==> src/rtl/dbs_pkg.sv <==
package dbs_pkg;

  localparam int STEP_W = 5;

  typedef enum logic [1:0] {OP_WR, OP_RD, OP_WAIT, OP_END} op_e;
  typedef enum logic [1:0] {TW_LOOP, TW_SYNC, TW_RX} tsel_e;

  localparam logic [1:0] FAIL_NONE = 2'd0;
  localparam logic [1:0] FAIL_LOOP = 2'd1;
  localparam logic [1:0] FAIL_SYNC = 2'd2;
  localparam logic [1:0] FAIL_RX   = 2'd3;

  // One entry of the bring-up program. For reads, data is the expected value.
  typedef struct packed {
    op_e               op;
    logic [7:0]        addr;
    logic [7:0]        data;
    logic [7:0]        mask;
    logic [1:0]        code;
    logic              phase_end;
    logic              sync_only;
    logic [STEP_W-1:0] back;
    tsel_e             tsel;
  } step_t;

endpackage

==> src/rtl/dbs_step_rom.sv <==
module dbs_step_rom
  import dbs_pkg::*;
(
  input  logic [STEP_W-1:0] idx,
  input  logic              master,
  output step_t             ent
);

  localparam logic [STEP_W-1:0] BACK_LOOP = STEP_W'(9);
  localparam logic [STEP_W-1:0] BACK_SYNC = STEP_W'(14);
  localparam logic [STEP_W-1:0] BACK_RX   = STEP_W'(20);

  logic [7:0] ctl_arm, ctl_go, sync_ok, rx_ok;

  always_comb begin
    ctl_arm = master ? 8'h70 : 8'h50;
    ctl_go  = master ? 8'h73 : 8'h53;
    sync_ok = master ? 8'h90 : 8'h00;
    rx_ok   = master ? 8'h99 : 8'h09;

    ent = '{op: OP_END, addr: 8'h00, data: 8'h00, mask: 8'hFF, code: FAIL_NONE,
            phase_end: 1'b0, sync_only: 1'b0, back: '0, tsel: TW_LOOP};
    case (idx)
      5'd0:  begin ent.op = OP_WR; ent.addr = 8'h00; ent.data = 8'h00; end
      5'd1:  begin ent.op = OP_WR; ent.addr = 8'h00; ent.data = 8'h20; end
      5'd2:  begin ent.op = OP_WR; ent.addr = 8'h00; ent.data = 8'h00; end
      5'd3:  begin ent.op = OP_WR; ent.addr = 8'h22; ent.data = 8'h0F; end
      5'd4:  begin ent.op = OP_WR; ent.addr = 8'h23; ent.data = 8'h0F; end
      5'd5:  begin ent.op = OP_WR; ent.addr = 8'h24; ent.data = 8'h30; end
      5'd6:  begin ent.op = OP_WR; ent.addr = 8'h25; ent.data = 8'h80; end
      5'd7:  begin ent.op = OP_WR; ent.addr = 8'h27; ent.data = 8'h46; end
      5'd8:  begin ent.op = OP_WR; ent.addr = 8'h28; ent.data = 8'h6C; end
      5'd9:  begin ent.op = OP_WR; ent.addr = 8'h29; ent.data = 8'hCB; end
      5'd10: begin ent.op = OP_WR; ent.addr = 8'h26; ent.data = 8'h02; end
      5'd11: begin ent.op = OP_WR; ent.addr = 8'h26; ent.data = 8'h03; end
      5'd12: begin ent.op = OP_WAIT; ent.tsel = TW_LOOP; end
      5'd13: begin
        ent.op = OP_RD; ent.addr = 8'h2A; ent.data = 8'h01;
        ent.code = FAIL_LOOP; ent.back = BACK_LOOP; ent.phase_end = 1'b1;
      end
      5'd14: begin ent.op = OP_WR; ent.addr = 8'h15; ent.data = 8'h42; ent.sync_only = 1'b1; end
      5'd15: begin ent.op = OP_WR; ent.addr = 8'h10; ent.data = 8'h00; ent.sync_only = 1'b1; end
      5'd16: begin ent.op = OP_WR; ent.addr = 8'h10; ent.data = ctl_arm; ent.sync_only = 1'b1; end
      5'd17: begin ent.op = OP_WAIT; ent.tsel = TW_SYNC; ent.sync_only = 1'b1; end
      5'd18: begin
        ent.op = OP_RD; ent.addr = 8'h21; ent.data = sync_ok;
        ent.code = FAIL_SYNC; ent.back = BACK_SYNC; ent.sync_only = 1'b1;
      end
      5'd19: begin
        ent.op = OP_RD; ent.addr = 8'h0D; ent.data = 8'h20; ent.mask = 8'h30;
        ent.code = FAIL_SYNC; ent.back = BACK_SYNC; ent.sync_only = 1'b1; ent.phase_end = 1'b1;
      end
      5'd20: begin ent.op = OP_WR; ent.addr = 8'h13; ent.data = 8'h72; end
      5'd21: begin ent.op = OP_WR; ent.addr = 8'h10; ent.data = ctl_arm; end
      5'd22: begin ent.op = OP_WR; ent.addr = 8'h10; ent.data = ctl_go; end
      5'd23: begin ent.op = OP_WAIT; ent.tsel = TW_RX; end
      5'd24: begin
        ent.op = OP_RD; ent.addr = 8'h21; ent.data = rx_ok;
        ent.code = FAIL_RX; ent.back = BACK_RX; ent.phase_end = 1'b1;
      end
      5'd25: begin ent.op = OP_WR; ent.addr = 8'h06; ent.data = 8'h00; end
      5'd26: begin ent.op = OP_WR; ent.addr = 8'h07; ent.data = 8'h02; end
      5'd27: begin ent.op = OP_WR; ent.addr = 8'h08; ent.data = 8'h00; end
      default: ;
    endcase
  end

endmodule

==> src/rtl/dbs_wait_timer.sv <==
module dbs_wait_timer #(
  parameter int W = 20
) (
  input  logic         clk,
  input  logic         rst,
  input  logic         load,
  input  logic [W-1:0] len,
  output logic         last
);

  logic [W-1:0] cnt;

  always_ff @(posedge clk) begin
    if (rst)              cnt <= '0;
    else if (load)        cnt <= len;
    else if (cnt != '0)   cnt <= cnt - W'(1);
  end

  assign last = (cnt == W'(1));

endmodule

==> src/rtl/dbs_try_ctr.sv <==
module dbs_try_ctr #(
  parameter int MAX_TRIES = 3
) (
  input  logic clk,
  input  logic rst,
  input  logic clr,
  input  logic inc,
  output logic at_last
);

  localparam int CW = $clog2(MAX_TRIES + 1);

  logic [CW-1:0] cnt;

  always_ff @(posedge clk) begin
    if (rst || clr) cnt <= '0;
    else if (inc)   cnt <= cnt + CW'(1);
  end

  assign at_last = (cnt == CW'(MAX_TRIES - 1));

endmodule

==> src/rtl/dac_bringup_seq.sv <==
module dac_bringup_seq
  import dbs_pkg::*;
#(
  parameter int DL_WAIT        = 160000,
  parameter int SYNC_WAIT      = 160000,
  parameter int RX_WAIT_SYNC   = 555000,
  parameter int RX_WAIT_NOSYNC = 135000,
  parameter int MAX_TRIES      = 3,
  parameter int WAIT_W         = 20
) (
  input  logic       clk,
  input  logic       rst,
  input  logic       start,
  input  logic       master_sel,
  input  logic       sync_en,
  output logic       req,
  output logic       rd_nwr,
  output logic [7:0] addr,
  output logic [7:0] wdata,
  input  logic       ack,
  input  logic [7:0] rdata,
  output logic       busy,
  output logic       done,
  output logic [1:0] err
);

  typedef enum logic [1:0] {S_IDLE, S_FETCH, S_XFER, S_DELAY} st_e;

  st_e               state;
  logic [STEP_W-1:0] step_q;
  logic              ms_q;
  logic              sync_q;
  step_t             ent;
  logic              skip;
  logic [WAIT_W-1:0] wait_len;
  logic              tmr_load, tmr_last;
  logic              rd_done, chk_ok;
  logic              try_clr, try_inc, try_last;

  dbs_step_rom u_rom (
    .idx    (step_q),
    .master (ms_q),
    .ent    (ent)
  );

  always_comb begin
    case (ent.tsel)
      TW_LOOP: wait_len = WAIT_W'(DL_WAIT);
      TW_SYNC: wait_len = WAIT_W'(SYNC_WAIT);
      default: wait_len = sync_q ? WAIT_W'(RX_WAIT_SYNC) : WAIT_W'(RX_WAIT_NOSYNC);
    endcase
  end

  assign skip     = ent.sync_only && !sync_q;
  assign tmr_load = (state == S_FETCH) && (ent.op == OP_WAIT) && !skip;
  assign rd_done  = (state == S_XFER) && ack && (ent.op == OP_RD);
  assign chk_ok   = ((rdata & ent.mask) == ent.data);
  assign try_clr  = ((state == S_IDLE) && start) || (rd_done && chk_ok && ent.phase_end);
  assign try_inc  = rd_done && !chk_ok;

  dbs_wait_timer #(.W(WAIT_W)) u_tmr (
    .clk  (clk),
    .rst  (rst),
    .load (tmr_load),
    .len  (wait_len),
    .last (tmr_last)
  );

  dbs_try_ctr #(.MAX_TRIES(MAX_TRIES)) u_try (
    .clk     (clk),
    .rst     (rst),
    .clr     (try_clr),
    .inc     (try_inc),
    .at_last (try_last)
  );

  always_ff @(posedge clk) begin
    if (rst) begin
      state  <= S_IDLE;
      step_q <= '0;
      ms_q   <= 1'b0;
      sync_q <= 1'b0;
      req    <= 1'b0;
      rd_nwr <= 1'b0;
      addr   <= 8'h00;
      wdata  <= 8'h00;
      busy   <= 1'b0;
      done   <= 1'b0;
      err    <= FAIL_NONE;
    end else begin
      case (state)
        S_IDLE: begin
          if (start) begin
            ms_q   <= master_sel;
            sync_q <= sync_en;
            step_q <= '0;
            busy   <= 1'b1;
            done   <= 1'b0;
            err    <= FAIL_NONE;
            state  <= S_FETCH;
          end
        end
        S_FETCH: begin
          if (skip) begin
            step_q <= step_q + STEP_W'(1);
          end else begin
            case (ent.op)
              OP_WR, OP_RD: begin
                req    <= 1'b1;
                rd_nwr <= (ent.op == OP_RD);
                addr   <= ent.addr;
                wdata  <= (ent.op == OP_WR) ? ent.data : 8'h00;
                state  <= S_XFER;
              end
              OP_WAIT: state <= S_DELAY;
              default: begin
                busy  <= 1'b0;
                done  <= 1'b1;
                state <= S_IDLE;
              end
            endcase
          end
        end
        S_XFER: begin
          if (ack) begin
            req    <= 1'b0;
            rd_nwr <= 1'b0;
            if (ent.op == OP_RD && !chk_ok) begin
              if (try_last) begin
                err   <= ent.code;
                done  <= 1'b1;
                busy  <= 1'b0;
                state <= S_IDLE;
              end else begin
                step_q <= ent.back;
                state  <= S_FETCH;
              end
            end else begin
              step_q <= step_q + STEP_W'(1);
              state  <= S_FETCH;
            end
          end
        end
        S_DELAY: begin
          if (tmr_last) begin
            step_q <= step_q + STEP_W'(1);
            state  <= S_FETCH;
          end
        end
        default: state <= S_IDLE;
      endcase
    end
  end

endmodule

==> config.mk <==
export PLATFORM = sky130hd
export DESIGN_NAME = dac_bringup_seq
export DESIGN_NICKNAME = d
export VERILOG_FILES = /design/src/rtl/dbs_pkg.sv /design/src/rtl/dbs_step_rom.sv /design/src/rtl/dbs_wait_timer.sv /design/src/rtl/dbs_try_ctr.sv /design/src/rtl/dac_bringup_seq.sv
export SDC_FILE = /design/constraint.sdc
export NUM_CORES = 1
export LEC_CHECK = 0
export ABC_AREA = 1
export BUFFER_PORTS_ARGS = -buffer_cell sky130_fd_sc_hd__buf_2
export CORE_UTILIZATION = 60
export CTS_CLUSTER_SIZE = 28
export DETAILED_ROUTE_END_ITERATION = 8
export GPL_ROUTABILITY_DRIVEN = 0
export PLACE_DENSITY = 0.77
export SLEW_MARGIN = 30
export SYNTH_ARGS = -nofsm -noshare
export SYNTH_HDL_FRONTEND = slang
export SYNTH_SLANG_ARGS = --single-unit
==> constraint.sdc <==
create_clock -name clk -period 2.72 [get_ports clk]
set_input_delay 0.68 -clock clk [delete_from_list [all_inputs] [get_ports clk]]
set_output_delay 0.68 -clock clk [all_outputs]
set_load 0.05 [all_outputs]
==> results.md <==
- Status: finished, final reports clean
- Reg-to-Reg Start: step_q[0]
- Worst setup SP type: register
- IO Port Bufs: 33
- Initial antenna violation count: 0
- Top-level I/O count: 36
- Setup-failing EPs final: 0
- Highest-count cells in the layout ignoring fill and taps: 139 x nand2_1, 60 x inv_1, 57 x nor2_1
- Dpl hpwl: 7220 µm
- CP required: 2950 ps
- Starting density of the core: 0.638
- Post-synth ARST share: 0
- HP Start: req
- Hold buffer count at CTS: 0
- First-pass GRT wire length: 15500 µm
- Vias in the first global route: 3302
- Leak: 2.15 nW
- Clock sinks: 51
- FF-to-FF path depth: 11
- H-Tree Depth: 2
- Crit path time final: 2490 ps
- Synth Register Bits: 51
- Residual DRC: 0
- Via density per instance: 5.61
- RSZ-0062 raised after global routing: false
- Number of enable flip-flop cells after synthesis: 0
- Power Density: 713 nW/µm²
- Sequential fraction of the synthesis area: 0.264
- Total congestion overflow: 0
- CTS tree: built
- Clock insertion delay at the later pin of the skew report: 320 ps
- Post-Syn Area: 3870 µm²
- Clock Path Buffers: 2
- Setup Skew: 19.0 ps
- Worst Path Max Fanout: 11
- CP Class: reg -> reg
- Final Hold Fails: 0
- Gate Count Post-Synth: 569
- Peak supply drop: 0.645 mV
- Antenna viol nets, final: 0
- Die Area: 6770 µm²
- Largest area contributor in the netlist: dfxtp_1
- Top post-synthesis cells by area: dfxtp_1 26%, nand2_1 13%, nand3_1 6.1%
- Hold Crit Class: reg -> reg
- Library cells used by synthesis: 50
- CTS clk-pin slew, worst paths: 90 ps
- Hold depth: 2
- Peak Freq: 0.401 GHz
- Clock Root Buffer: clkbuf_8
- Main synth FF type: dfxtp_1
- Inserted Clock Buffers: 5
- Area share of the largest cell type after synthesis: 0.264
- Routed wire length: 9490 µm
- Layout cells sized above 1: 0.219
- Synth warn: 0
- Max Slew Vio Count: 0
- Die height: 82.3 µm
- Area Overhead vs Synth: 9.12%
- Via count: 3804
- Worst hold endpoint: req
- Crit path DAT: 2720 ps
- Starting DRT DRC Count: 391
- Core Box Area: 6060 µm²
- Reg2Reg Capture Point: u_tmr.cnt[9]
- Row count: 28
- Nets: 628
- Finished Core Util: 0.697
- First-pass DRT Iterations: 6
- Max cap viols: 0
- Setup crit end kind: register
- Wire per inst: 14.0 µm
- Die W: 82.3 µm
- Largest net degree at the start of global routing: 26
- Antenna cell count: 0
- Tcrit/Tclk final: 0.917
- Global Route Usage Sum: 0.295
- Setup Fix Bufs, Post-CTS: 0
- Sum Neg Setup Slack: 0 ps
- Reg2Reg Setup Slack: 230 ps
- Most common cell after layout, fill and taps aside: nand2_1
- Syn avg cell area: 6.80 µm²
==> layout make-up <==
| cell class | count | area (µm²) |
|---|---|---|
| inverters | 74 | 294 |
| clock inverters | 2 | 38.8 |
| flip-flops and latches | 51 | 1020 |
| fillers | 533 | 1840 |
| clock buffers | 6 | 82.6 |
| well taps | 75 | 93.8 |
| repair buffers | 44 | 248 |
| multi-input cells | 426 | 2440 |
==> logic make-up after synthesis <==
group,synth area share
compound gates,0.121
simple gates,0.442
flops,0.264
xor+xnor,0.0226
other cells,0.000969
buf+inv,0.111
fa+ha+maj,0.0388
==> state kept, by name (all words and copies together) (netlist names) <==
| signal | cells |
|---|---|
| busy | 1 |
| step_q | 5 |
| u_try.cnt | 2 |
| u_tmr.cnt | 20 |
| done | 1 |
| rd_nwr | 1 |
| ms_q | 1 |
| wdata | 8 |
| state | 2 |
| addr | 6 |
| req | 1 |
| err | 2 |
| sync_q | 1 |
==> power breakdown <==
group          switching [mW]  internal [mW]  leakage, nW  total (mW)
combinational           0.898          0.486         1.67        1.38
sequential              0.139          0.910        0.417        1.05
clock                   0.275          0.303       0.0618       0.578
==> synthesized netlist by cell type (6+ instances only) <==
cell type / count
nor2_2: 8
nor3_1: 8
a21oi_1: 34
nand4_1: 14
nand3_2: 6
nand3_1: 47
inv_2: 9
a21oi_2: 6
dfxtp_1: 51
o21ai_0: 16
nor2_8: 6
a31oi_1: 6
nand2_2: 13
inv_1: 60
nand2_1: 139
ha_1: 12
nor2_1: 57
==> worst max path at each step <==
stage               startpoint      endpoint  cells past startpoint
floorplan            step_q[0]     step_q[0]                     16
detailed placement   step_q[0]        err[1]                     17
finish               step_q[0]  u_tmr.cnt[9]                     11
global route         step_q[0]          busy                     16
CTS                  step_q[0]        err[1]                     17
global placement     step_q[0]        err[1]                     17
==> per-stage QoR <==
| stage | power (mW) | area [µm²] | setup WS, ps | std cells | hold WS, ps |
|---|---|---|---|---|---|
| finish | 3.01 | 4220 | 226 | 678 | 467 |
| CTS | 2.98 | 4200 | 36.1 | 678 | 467 |
| global placement | 2.37 | 4080 | 75.7 | 670 | 449 |
| detailed placement | 2.41 | 4080 | 53.6 | 670 | 452 |
| floorplan | 2.14 | 3870 | 543 | 570 | 443 |
| global route | 3.24 | 4220 | 23.3 | 678 | 480 |
==> layer usage <==
metal / part of all wire / GRT usage
met1: 0.48 / 0.432
met2: 0.44 / 0.461
met3: 0.069 / 0.0440
met4: 0.0093 / 0.0439
met5: 0 / 0
==> repair_timing <==
item                                    in CTS  in global routing
resized for setup                            0                  6
hold endpoints to repair                     0                  0
endpoints found under the setup margin       0                 17
==> critical path: stages (launching register included) <==
cell and delay, ps:
dfxtp_2 390, ha_1 400, nand2_1 210, nor3_4 230, nor2_1 130, nor3_2 260, nand2_2 110, clkinv_2 110
nor2_2 70, inv_4 110, nand2_2 170, a31oi_1 220
No activity file was read; power rests on OpenSTA's default activity.
